**config.mk**
```make
export PLATFORM = sky130hd
export DESIGN_NAME = patfill_gen
export DESIGN_NICKNAME = d
export VERILOG_FILES = /design/src/rtl/patfill_pkg.sv /design/src/rtl/patfill_regs.sv /design/src/rtl/patfill_index.sv /design/src/rtl/patfill_select.sv /design/src/rtl/patfill_gen.sv
export SDC_FILE = /design/constraint.sdc
export NUM_CORES = 1
export LEC_CHECK = 0
export BUFFER_PORTS_ARGS = -buffer_cell sky130_fd_sc_hd__buf_2
export CAP_MARGIN = 20
export CORE_MARGIN = 2
export CORE_UTILIZATION = 23
export CTS_BUF_LIST = sky130_fd_sc_hd__clkbuf_2 sky130_fd_sc_hd__clkbuf_4 sky130_fd_sc_hd__clkbuf_8
export DETAILED_ROUTE_END_ITERATION = 12
export HOLD_SLACK_MARGIN = 0.06
export PLACE_DENSITY_LB_ADDON = 0.3
export SLEW_MARGIN = 5
export SYNTH_ARGS = -nofsm -noshare
export SYNTH_HDL_FRONTEND = slang
export SYNTH_SLANG_ARGS = --single-unit
```
**constraint.sdc**
```tcl
create_clock -name clk -period 3.7 [get_ports clk]
set_input_delay 0.185 -clock clk [delete_from_list [all_inputs] [get_ports clk]]
set_output_delay 0.185 -clock clk [all_outputs]
set_load 0.02 [all_outputs]
```
**src/rtl/patfill_pkg.sv**
```systemverilog
`timescale 1ns/1ps
package patfill_pkg;
   localparam int PAT_WORD  = 32;
   localparam int PAT_BITS  = 2 * PAT_WORD;
   localparam int IDX_W     = $clog2(PAT_BITS);
   localparam int TILE_LOG  = IDX_W / 2;

   typedef enum logic [1:0] {
      SHP_TILE8 = 2'd0,
      SHP_ROW64 = 2'd1,
      SHP_COL64 = 2'd2,
      SHP_RSVD  = 2'd3
   } shape_e;

   typedef enum logic [2:0] {
      SEL_SHAPE = 3'd0,
      SEL_CLR0  = 3'd1,
      SEL_CLR1  = 3'd2,
      SEL_PLO   = 3'd3,
      SEL_PHI   = 3'd4
   } wsel_e;
endpackage

```
**src/rtl/patfill_regs.sv**
```systemverilog
`timescale 1ns/1ps
module patfill_regs
   import patfill_pkg::*;
#(
   parameter int COLOR_W = 32
) (
   input  logic                clk,
   input  logic                rst_n,
   input  logic                wr_en,
   input  logic [2:0]          wr_sel,
   input  logic [31:0]         wr_data,
   output shape_e              shape,
   output logic [COLOR_W-1:0]  clr0,
   output logic [COLOR_W-1:0]  clr1,
   output logic [PAT_BITS-1:0] pat
);
   localparam int NWORDS = PAT_BITS / PAT_WORD;

   always_ff @(posedge clk) begin
      if (!rst_n) begin
         shape <= SHP_TILE8;
         clr0  <= '0;
         clr1  <= '0;
      end else if (wr_en) begin
         case (wr_sel)
            SEL_SHAPE: shape <= shape_e'(wr_data[1:0]);
            SEL_CLR0:  clr0  <= wr_data[COLOR_W-1:0];
            SEL_CLR1:  clr1  <= wr_data[COLOR_W-1:0];
            default:   ;
         endcase
      end
   end

   for (genvar w = 0; w < NWORDS; w++) begin : g_word
      localparam logic [2:0] MY_SEL = 3'(SEL_PLO) + 3'(w);
      always_ff @(posedge clk) begin
         if (!rst_n)
            pat[w*PAT_WORD +: PAT_WORD] <= '0;
         else if (wr_en && wr_sel == MY_SEL)
            pat[w*PAT_WORD +: PAT_WORD] <= wr_data;
      end
   end
endmodule

```
**src/rtl/patfill_index.sv**
```systemverilog
`timescale 1ns/1ps
module patfill_index
   import patfill_pkg::*;
#(
   parameter int COORD_W = 16
) (
   input  shape_e             shape,
   input  logic [COORD_W-1:0] x,
   input  logic [COORD_W-1:0] y,
   output logic [IDX_W-1:0]   idx
);
   logic unused_hi;
   assign unused_hi = ^{x[COORD_W-1:IDX_W], y[COORD_W-1:IDX_W]};

   always_comb begin
      case (shape)
         SHP_ROW64: idx = x[IDX_W-1:0];
         SHP_COL64: idx = y[IDX_W-1:0];
         default:   idx = {y[TILE_LOG-1:0], x[TILE_LOG-1:0]};
      endcase
   end
endmodule

```
**src/rtl/patfill_select.sv**
```systemverilog
`timescale 1ns/1ps
module patfill_select
   import patfill_pkg::*;
#(
   parameter int COLOR_W = 32,
   parameter bit OUT_REG = 1'b1
) (
   input  logic                clk,
   input  logic                rst_n,
   input  logic                q_valid,
   input  logic [IDX_W-1:0]    idx,
   input  logic [PAT_BITS-1:0] pat,
   input  logic [COLOR_W-1:0]  clr0,
   input  logic [COLOR_W-1:0]  clr1,
   output logic                px_valid,
   output logic [COLOR_W-1:0]  px_colour
);
   logic               bit_on;
   logic [COLOR_W-1:0] pick;

   assign bit_on = pat[idx];
   assign pick   = bit_on ? clr1 : clr0;

   if (OUT_REG) begin : g_reg
      always_ff @(posedge clk) begin
         if (!rst_n) begin
            px_valid  <= 1'b0;
            px_colour <= '0;
         end else begin
            px_valid <= q_valid;
            if (q_valid) px_colour <= pick;
         end
      end
   end else begin : g_comb
      logic unused_clk;
      assign unused_clk = clk ^ rst_n;
      assign px_valid   = q_valid;
      assign px_colour  = pick;
   end
endmodule

```
**src/rtl/patfill_gen.sv**
```systemverilog
`timescale 1ns/1ps
module patfill_gen
   import patfill_pkg::*;
#(
   parameter int COLOR_W = 32,
   parameter int COORD_W = 16,
   parameter bit OUT_REG = 1'b1
) (
   input  logic               clk,
   input  logic               rst_n,
   input  logic               wr_en,
   input  logic [2:0]         wr_sel,
   input  logic [31:0]        wr_data,
   input  logic               q_valid,
   input  logic [COORD_W-1:0] q_x,
   input  logic [COORD_W-1:0] q_y,
   output logic               px_valid,
   output logic [COLOR_W-1:0] px_colour
);
   if (COLOR_W < 1 || COLOR_W > 32) begin : g_bad_color
      $error("patfill_gen: COLOR_W must lie in 1..32");
   end
   if (COORD_W <= IDX_W) begin : g_bad_coord
      $error("patfill_gen: COORD_W must exceed the pattern index width");
   end

   shape_e              shape;
   logic [COLOR_W-1:0]  clr0, clr1;
   logic [PAT_BITS-1:0] pat;
   logic [IDX_W-1:0]    idx;

   patfill_regs #(.COLOR_W(COLOR_W)) u_regs (
      .clk(clk), .rst_n(rst_n), .wr_en(wr_en), .wr_sel(wr_sel),
      .wr_data(wr_data), .shape(shape), .clr0(clr0), .clr1(clr1), .pat(pat)
   );

   patfill_index #(.COORD_W(COORD_W)) u_index (
      .shape(shape), .x(q_x), .y(q_y), .idx(idx)
   );

   patfill_select #(.COLOR_W(COLOR_W), .OUT_REG(OUT_REG)) u_select (
      .clk(clk), .rst_n(rst_n), .q_valid(q_valid), .idx(idx), .pat(pat),
      .clr0(clr0), .clr1(clr1), .px_valid(px_valid), .px_colour(px_colour)
   );
endmodule

```
==> results of run 1 <==
synthesized netlist by cell type, types with 6 or more instances:
library cell and number:
a21boi_0 128, o21ai_0 36, nand3_1 6, mux2_4 30, buf_2 7, a2111oi_0 12, nor2b_1 6, nand2_1 259
nor2_1 77, a22oi_1 7, clkbuf_1 62, dfxtp_1 163, and3_1 14, mux2i_1 32, a211oi_2 30, mux4_2 8
worst min-delay path, stage by stage:
cell and delay [ps]:
buf_2 170, nor2_4 180, nand2_1 110, a21boi_0 60
per-stage QoR:
step                      cells  power, uW  setup slack [ps]  cell area (sq um)
after floorplan             926       2300               684               7990
after global placement     1411       2500               331               8860
after detailed placement   1411       2510               243               8860
after CTS                  1475       3810               205               9560
after global routing       1477       3950              48.6               9570
final                      1479       3760               278               9570
power breakdown:
part | internal, uW | total (uW) | switching, uW
Sequential | 1820 | 1850 | 31.8
Clock | 605 | 1270 | 666
Combinational | 279 | 644 | 365
Total | 2700 | 3760 | 1060
cell usage in the layout (no fill, tap or decap), drive strengths merged, types with 5 or more instances in the layout:
| cell | instances |
|---|---|
| and3 | 14 |
| nand2 | 259 |
| nor4 | 5 |
| mux2 | 32 |
| buf | 104 |
| mux4 | 8 |
| o21ai | 37 |
| a211oi | 32 |
| dfxtp | 163 |
| a21boi | 128 |
| clkinv | 6 |
| dlygate4sd3 | 32 |
| a2111oi | 12 |
| a22oi | 7 |
| nand3 | 6 |
| nor2 | 77 |
| mux2i | 32 |
| nor2b | 7 |
| clkbuf | 24 |
logic make-up after synthesis:
kind of cell	Yosys count
adders and majority gates	2
DFF	163
muxes	72
buffers and inverters	76
and+or+nand+nor	380
AOI/OAI and AO/OA	233
worst min-delay path by stage:
stage	from	endpoint	slack [ps]	cells past startpoint
after global routing	q_valid	u_select.px_valid$_SDFF_PN0_	320	3
after floorplan	wr_data[24]	u_regs.pat[56]$_SDFFE_PN0P_	330	2
after CTS	wr_sel[0]	u_regs.clr1[19]$_SDFFE_PN0P_	300	4
after detailed placement	u_regs.pat[38]$_SDFFE_PN0P_	u_regs.pat[38]$_SDFFE_PN0P_	450	2
final	wr_sel[0]	u_regs.clr1[15]$_SDFFE_PN0P_	320	4
after global placement	u_regs.pat[46]$_SDFFE_PN0P_	u_regs.pat[46]$_SDFFE_PN0P_	450	2
sequential cells by signal, summed over array words and instances, names as in the netlist:
name                count
u_regs.clr0            32
u_select.px_colour     32
u_select.px_valid       1
u_regs.pat             64
u_regs.shape            2
u_regs.clr1            32
layout make-up:
class,count,area (sq um),area share [%]
diodes,4,10.0,0.105
clock buffers,24,299,3.12
clock inverters,8,78.8,0.823
inverters,2,7.51,0.0784
multi-input cells,687,4410,46.1
flip-flops and latches,163,3260,34.1
well taps,455,569,5.95
repair buffers,136,933,9.75
layer usage:
layer  wire, um  part of all wire [%]  track usage (%)  up-vias
li1           -                     -                -     3348
met1      12400                    51             19.1     3127
met2      10700                    44             21.9       99
met3        938                   3.9             2.63       14
met4        284                   1.2             3.40        0
met5          0                     0                0        -
timing repair:
item	CTS	global route
resized for setup	0	1
hold buffers	32	0
setup endpoints to repair	0	2
endpoints found under the hold margin	123	0
==> flow_summary.ini, run 1 <==
[sta]
whs_ps = 319
max_freq_mhz = 292
slew_headroom_pct = 24.2
worst_slew_pin_slew_ps = 1140
clock_skew_ps = 12.4
setup_violations = 0
fin_crit_sh_pct = 92.5
grt_setup_unrepaired = no
post-route-min-period_ps = 3420
final_max_slew_viol_count = 0
hold_viol = 0
finalSetupTns_ps = 0

[logic_synthesis]
yosys_most_used_dff = dfxtp_1
synth_xor_area_share_pct = 0
syn_area_sq_um = 7990
synth_area_leaders = dfxtp_1 (41%), nand2_1 (12%), a21boi_0 (12%)
ys_seq_area_share_pct = 40.9
synth_top_area_share_pct = 40.9
synthArstFlopShare_pct = 0
yosys.area.top_type = dfxtp_1
synth-edff-count = 0
yosys.area_share.adder_pct = 0.313
avgSynthCellArea_sq_um = 8.63
synth_compound_area_share_pct = 23.0
synth_fp_nets = 999
synth-warning-count = 0
synthMuxAreaShare_pct = 12.2
synth_cells = 926
synth_simple_gate_area_share_pct = 19.5
synth_top_family_by_area = compound AO/OA/AOI/OAI gates
synth.distinct_cells = 42
ys_ff_latch = 163

[worst_setup_path]
worstSetupEndpoint = u_select.px_colour[31]$_SDFFE_PN0P_
ff2ff_path_depth = 11
critPathMostFrequentCell = buf_12
critPathCaptureType = flip-flop
r2r_end = u_select.px_colour[31]$_SDFFE_PN0P_
timing.rr.start = u_regs.shape[0]$_SDFFE_PN0P_
r2r_slack_ps = 280
cp.buffers_inverters = 3
worstSetupStartpointType = flip-flop
cp_cell_sequence = inv_1 > ha_1 > or2_1 > a22o_1 > buf_12 > a2111oi_0 > nor4_1 > nor4_4 > buf_12 > mux2_2 > a211oi_1
cpMaxStageDelayCell = a2111oi_0
critical_path_required_ps = 4080
path_class = flip-flop to flip-flop
path_depth = 11
cp.arrival_ps = 3800
crit_path_max_incr_delay_ps = 450
startpoint = u_regs.shape[0]$_SDFFE_PN0P_
worst-path-max-fanout = 32
critical-path-top-delay-family = compound AO/OA/AOI/OAI gates

[route]
viasPerCell = 4.45
drt_iter0_drc = 417
routed_wl_mm = 24.3
avgRoutedWirePerCell_um = 16.4
ant_nets = 0
via_count = 6588
drc = 0
dr.pass1.iters = 5

[run]
maxCapViolCount = 0

[pwr]
power.leakage_uw = 0.00347
peakVddDrop_mv = 0.158
pwr_density_cell_nw_per_um2 = 393

[clock_tree]
cts_tree = built
htree_levels = 4
cts_sinks = 163
clk_path_buf_depth = 2
cts_setup_buffers = 0
clk_latency_ps = 460
clockRootBuffer = clkbuf_8
cts_buffers = 17
clk_pin_slew_worst_paths_ps = 90

[global_route]
grt_pass1_wl_mm = 38.6
grt_max_degree = 115
grtUsageTotal_pct = 13.8
grt_pass1_vias = 6606
antenna_found_initial = 4
grt_remaining_overflow = 0

[die]
die_y_um = 190
core_sq_um = 34400
die_w_um = 190
io-pin-count = 104
dieArea_sq_um = 36200
num_rows = 68
start_util_pct = 23.2

[finish]
drive_gt1_share_pct = 21.1
post-route-util_pct = 27.9
finalNetCount = 1080
fillers = 3744
syn_to_final_growth_pct = 19.9

[outcome]
status = complete, no violations

[worst_hold_path]
min_path_type = input port to flip-flop

[placement]
hpwl_mm = 15.4
port_buffers = 83
finalWeightedCongestion = 0.736
Note: power is estimated with default switching activity, not from simulation.
==> inputs of run 2 (changes only) <==
--- a/config.mk
+++ b/config.mk
@@ -5,6 +5,7 @@
 export SDC_FILE = /design/constraint.sdc
 export NUM_CORES = 1
 export LEC_CHECK = 0
+export ABC_CLOCK_PERIOD_IN_PS = 3700
 export BUFFER_PORTS_ARGS = -buffer_cell sky130_fd_sc_hd__buf_2
 export CAP_MARGIN = 20
 export CORE_MARGIN = 2
@@ -13,6 +14,7 @@
 export DETAILED_ROUTE_END_ITERATION = 12
 export HOLD_SLACK_MARGIN = 0.06
 export PLACE_DENSITY_LB_ADDON = 0.3
+export SETUP_SLACK_MARGIN = 0.5
 export SLEW_MARGIN = 5
 export SYNTH_ARGS = -nofsm -noshare
 export SYNTH_HDL_FRONTEND = slang
==> run 2 against run 1 <==
Sequential share of layout area decreased by 1.6 points; critical path depth increased by 1; clock power about the same; global-route usage up 0.40 points; total power up 2.9%; clock skew is 0.58 ps higher; routed wire length rose by 4.1%; largest power group unchanged; highest routed layer unchanged.
==> flow_summary.ini, run 2 (synthesized netlist as in run 1, its figures left out) <==
[worst_setup_path]
cp.buffers_inverters = 4
worst-path-max-fanout = 10
cpMaxStageDelayCell = dfxtp_2
r2r_slack_ps = 620
crit_path_max_incr_delay_ps = 360
path_class = flip-flop to flip-flop
critPathMostFrequentCell = nor4_4
critical_path_required_ps = 4080
timing.rr.start = u_regs.shape[1]$_SDFFE_PN0P_
cp_cell_sequence = inv_1 > ha_2 > or2_4 > a22o_4 > buf_12 > a2111oi_4 > nor4_4 > nor4_4 > buf_4 > buf_6 > mux2_4 > a211oi_2
worstSetupStartpointType = flip-flop
r2r_end = u_select.px_colour[10]$_SDFFE_PN0P_
cp.arrival_ps = 3460
ff2ff_path_depth = 12
critPathCaptureType = flip-flop
critical-path-top-delay-family = compound AO/OA/AOI/OAI gates

[run]
maxCapViolCount = 0

[sta]
grt_setup_unrepaired = no
fin_crit_sh_pct = 83.1
max_freq_mhz = 325
final_max_slew_viol_count = 0
clock_skew_ps = 13.0
worst_slew_pin_slew_ps = 1100
hold_viol = 0
post-route-min-period_ps = 3080
whs_ps = 314
slew_headroom_pct = 26.8
setup_violations = 0
finalSetupTns_ps = 0

[finish]
finalNetCount = 1087
post-route-util_pct = 29.2
final_common_cell = nand2_1
syn_to_final_growth_pct = 25.7
largest_register = u_regs.pat
drive_gt1_share_pct = 24.1
largest_reg_flops = 64
layout_common_cells = nand2_1 (258), dfxtp_1 (161), a21boi_0 (128)

[global_route]
grtUsageTotal_pct = 14.2
grt_pass1_wl_mm = 39.5
grt_pass1_vias = 6677
grt_remaining_overflow = 0
antenna_found_initial = 4
grt_max_degree = 115

[die]
io-pin-count = 104
num_rows = 68
dieArea_sq_um = 36200
die_y_um = 190
start_util_pct = 23.2
die_w_um = 190
core_sq_um = 34400

[clock_tree]
htree_levels = 4
clockRootBuffer = clkbuf_8
clk_path_buf_depth = 2
cts_buffers = 17
cts_tree = built
clk_pin_slew_worst_paths_ps = 90
cts_sinks = 163
clk_latency_ps = 450

[outcome]
status = complete, no violations

[worst_hold_path]
min_from = wr_sel[0]
worst_hold_path.endpoint = u_regs.clr1[15]$_SDFFE_PN0P_
min_path_type = input port to flip-flop
holdPathStages = 4

[route]
drt_iter0_drc = 477
via_count = 6699
drc = 0
dr.pass1.iters = 5
ant_nets = 0
avgRoutedWirePerCell_um = 17.0
viasPerCell = 4.51
routed_wl_mm = 25.3

[placement]
port_buffers = 83
finalWeightedCongestion = 0.736
hpwl_mm = 15.4

[pwr]
pwr_density_cell_nw_per_um2 = 386
peakVddDrop_mv = 0.159
power.leakage_uw = 0.00358
-- run 2: cell type report --
class                           count  area (sq um)
Fill cell                        3705         24300
Multi-Input combinational cell    687          4750
Sequential cell                   163          3270
Timing Repair Buffer              143          1060
Tap cell                          455           569
Clock buffer                       24           299
Clock inverter                      8          78.8
Antenna cell                        4          10.0
Inverter                            2          7.51
-- run 2: worst reg2reg max path: stages, from the launching register on --
cell and delay [ps]:
dfxtp_2 360, inv_1 60, ha_2 230, or2_4 290
a22o_4 250, buf_12 160, a2111oi_4 330, nor4_4 90
nor4_4 330, buf_4 190, buf_6 200, mux2_4 330
a211oi_2 180
-- run 2: worst max-delay path by stage --
| stage | startpoint | endpoint | slack [ps] | cells after the start |
|---|---|---|---|---|
| final | u_regs.shape[1]$_SDFFE_PN0P_ | u_select.px_colour[10]$_SDFFE_PN0P_ | 620 | 12 |
| after global routing | u_regs.shape[1]$_SDFFE_PN0P_ | u_select.px_colour[31]$_SDFFE_PN0P_ | 510 | 12 |
| after CTS | u_regs.shape[0]$_SDFFE_PN0P_ | u_select.px_colour[13]$_SDFFE_PN0P_ | 530 | 11 |
| after detailed placement | u_regs.shape[0]$_SDFFE_PN0P_ | u_select.px_colour[16]$_SDFFE_PN0P_ | 240 | 11 |
| after global placement | u_regs.shape[0]$_SDFFE_PN0P_ | u_select.px_colour[31]$_SDFFE_PN0P_ | 330 | 11 |
| after floorplan | u_regs.shape[0]$_SDFFE_PN0P_ | u_select.px_colour[0]$_SDFFE_PN0P_ | 680 | 11 |
-- run 2: power by group --
part | switching (uW) | internal [uW] | total [uW] | leakage, uW
clock network | 666 | 605 | 1270 | 0.000198
registers | 33.5 | 1820 | 1850 | 0.00133
logic | 416 | 335 | 752 | 0.00206
total | 1120 | 2760 | 3870 | 0.00358
-- run 2: stage by stage --
step                cells  total power [uW]  area [sq um]  worst slack, ps
floorplan             926              2300          7990              684
global placement     1411              2500          8860              331
detailed placement   1411              2510          8860              243
CTS                  1480              3890          9870              532
global route         1484              4060         10000              507
finish               1486              3870         10000              624
-- run 2: repair_timing --
action                                  4_1_cts  5_1_grt
resized for setup                            39       22
hold endpoints to repair                    123        0
setup buffers                                 2        1
gates cloned                                  3        1
hold buffers                                 32        0
endpoints found under the setup margin       32       32
pin swaps                                     5        6
-- run 2: metal layers --
layer	up-vias	GRT usage [%]	share of wire (%)
met2	117	22.6	45
met4	0	3.46	1.1
met1	3205	19.6	49
met5	-	0	0
li1	3361	-	-
met3	16	2.87	4.9
==> inputs of run 3 (changes only) <==
--- a/config.mk
+++ b/config.mk
@@ -5,7 +5,7 @@
 export SDC_FILE = /design/constraint.sdc
 export NUM_CORES = 1
 export LEC_CHECK = 0
-export ABC_CLOCK_PERIOD_IN_PS = 3700
+export ABC_CLOCK_PERIOD_IN_PS = 2900
 export BUFFER_PORTS_ARGS = -buffer_cell sky130_fd_sc_hd__buf_2
 export CAP_MARGIN = 20
 export CORE_MARGIN = 2
==> constraint.sdc (replaced) <==
create_clock -name clk -period 2.9 [get_ports clk]
set_input_delay 0.145 -clock clk [delete_from_list [all_inputs] [get_ports clk]]
set_output_delay 0.145 -clock clk [all_outputs]
set_load 0.02 [all_outputs]
==> run 3 against run 2 <==
The run now ends with negative setup slack left; hold slack lost 34 ps; critical path depth did not move; largest power group unchanged; register-to-register slack got worse by 770 ps; die area unchanged; critical path type unchanged; clock-buffer cell count fell by 3; clock power rose by 35%; total power grew 30%; via count rose by 1.5%; clock skew rose by 2.5 ps; first-iteration DRC count decreased by 24%; core utilization up 0.57 points; largest cell class unchanged; maximum frequency rose by 0.83%.
==> flow_summary.ini, run 3 (synthesized netlist as in run 1, its figures left out) <==
[worst_setup_path]
worst-path-max-fanout = 9
cp.arrival_ps = 3410
critPathMostFrequentCell = buf_12
r2r_end = u_select.px_colour[20]$_SDFFE_PN0P_
ff2ff_path_depth = 12
worstSetupStartpointType = flip-flop
path_depth = 12
critical_path_required_ps = 3260
cpMaxStageDelayCell = dfxtp_4
crit_path_max_incr_delay_ps = 370
critPathCaptureType = flip-flop
cp.buffers_inverters = 4
timing.rr.start = u_regs.shape[0]$_SDFFE_PN0P_
path_class = flip-flop to flip-flop
cp_cell_sequence = inv_2 > ha_4 > or2_4 > a22o_4 > buf_6 > a2111oi_4 > nor4_2 > nor4_4 > buf_12 > buf_12 > mux2_4 > a211oi_2
critical-path-top-delay-family = compound AO/OA/AOI/OAI gates
r2r_slack_ps = -150

[sta]
slew_headroom_pct = 46.9
finalSetupTns_ps = -3670
post-route-min-period_ps = 3050
max_freq_mhz = 328
setup_violations = 32
worst_slew_pin_slew_ps = 797
fin_crit_sh_pct = 105
final_max_slew_viol_count = 0
clock_skew_ps = 15.5
setup_slack_ps = -151
hold_viol = 0
grt_setup_unrepaired = yes

[clock_tree]
clockRootBuffer = clkbuf_8
cts_tree = built
clk_latency_ps = 450
cts_buffers = 17
htree_levels = 4
cts_sinks = 163
clk_path_buf_depth = 2
clk_pin_slew_worst_paths_ps = 90

[pwr]
internal-power_uw = 3620
power.leakage_uw = 0.00371
swShare_pct = 28.1
peakVddDrop_mv = 0.266
comb_power_share_pct = 18.9
power_frac_seq_pct = 46.9
switching_power_uw = 1420
pwr_density_cell_nw_per_um2 = 492
p_clk_share_pct = 34.2

[finish]
fin_cells = 1510
diodes = 0
largest_register = u_regs.pat
fillers = 3748
syn_to_final_growth_pct = 28.1
post-route-util_pct = 29.8
multiInputGateArea_sq_um = 4690
largest_reg_flops = 64
finalNetCount = 1115
drive_gt1_share_pct = 26.5
register_area_sq_um = 3270
layout_common_cells = nand2_1 (257), dfxtp_1 (161), a21boi_0 (128)
final_common_cell = nand2_1
post-route-cell-area_sq_um = 10200

[global_route]
antenna_found_initial = 0
grt_pass1_wl_mm = 37.5
grtUsageTotal_pct = 13.2
grt_remaining_overflow = 0
grt_pass1_vias = 6682
grt_max_degree = 78

[die]
start_util_pct = 23.2
num_rows = 68
dieArea_sq_um = 36200
io-pin-count = 104
die_y_um = 190
core_sq_um = 34400
die_w_um = 190

[worst_hold_path]
min_from = rst_n
min_path_type = input port to flip-flop
holdPathStages = 2
worst_hold_path.endpoint = u_regs.clr1[30]$_SDFFE_PN0P_

[route]
dr.pass1.iters = 5
routed_wl_mm = 23.9
avgRoutedWirePerCell_um = 15.8
via_count = 6801
drc = 0
viasPerCell = 4.50
ant_nets = 0
drt_iter0_drc = 362

[outcome]
status = finished, violations left
violations = negative setup slack

[placement]
dp_cells = 1441
pre_cts_ws_ps = -147
dpl-instance-area_sq_um = 9290
finalWeightedCongestion = 0.770
port_buffers = 83
hpwl_mm = 16.1

[run]
maxCapViolCount = 0
## run 3: worst max-delay path by stage
| stage | startpoint | endpoint | slack (ps) |
|---|---|---|---|
| final | u_regs.shape[0]$_SDFFE_PN0P_ | u_select.px_colour[20]$_SDFFE_PN0P_ | -150 |
| after global routing | u_regs.shape[0]$_SDFFE_PN0P_ | u_select.px_colour[20]$_SDFFE_PN0P_ | -250 |
| after CTS | u_regs.shape[0]$_SDFFE_PN0P_ | u_select.px_colour[20]$_SDFFE_PN0P_ | -110 |
| after detailed placement | u_regs.shape[0]$_SDFFE_PN0P_ | u_select.px_colour[20]$_SDFFE_PN0P_ | -150 |
| after global placement | u_regs.shape[0]$_SDFFE_PN0P_ | u_select.px_colour[6]$_SDFFE_PN0P_ | -150 |
| after floorplan | u_regs.shape[0]$_SDFFE_PN0P_ | u_select.px_colour[0]$_SDFFE_PN0P_ | 50 |
## run 3: power by group through the flow
stage	clock [uW]	sequential [uW]	combinational (uW)
after floorplan	0	2460	513
after global placement	0	2420	867
after detailed placement	0	2420	876
after CTS	1790	2370	927
after global routing	1870	2370	1030
final	1720	2360	951
## run 3: final cells by class
type                    count  share of cell area [%]
clock inverters            11                    1.25
multi-input cells         687                    45.8
flip-flops and latches    163                    31.9
inverters                   2                  0.0733
well taps                 455                    5.56
clock buffers              21                    2.76
repair buffers            171                    12.6
## run 3: timing repair
item / 4_1_cts / 5_1_grt
setup buffers: 2 / 1
setup endpoints to repair: 32 / 32
endpoints found under the hold margin: 130 / 0
resized for setup: 14 / 13
hold buffers: 32 / 0
pin swaps: 1 / 5
cloned: 0 / 2
## run 3: metal layers
metal / share of wire, % / up-vias / global-route usage [%] / wire, um
met3: 3.4 / 14 / 2.59 / 809
met4: 1.0 / 0 / 3.13 / 242
met1: 50 / 3270 / 18.3 / 11900
li1: - / 3413 / - / -
met2: 46 / 104 / 21.2 / 11000
met5: 0 / - / 0 / 0
## run 3: worst register-to-register path, stage by stage (launching register included)
cell and delay [ps]:
dfxtp_4 370, inv_2 50, ha_4 240, or2_4 280, a22o_4 270, buf_6 160
a2111oi_4 360, nor4_2 110, nor4_4 330, buf_12 190, buf_12 150, mux2_4 300
a211oi_2 150
## run 3: per-stage QoR
step	power (uW)	hold slack (ps)
3_3_place_gp	3280	447
5_1_grt	5270	293
6_report	5040	279
2_1_floorplan	2970	290
4_1_cts	5080	256
3_5_place_dp	3290	452
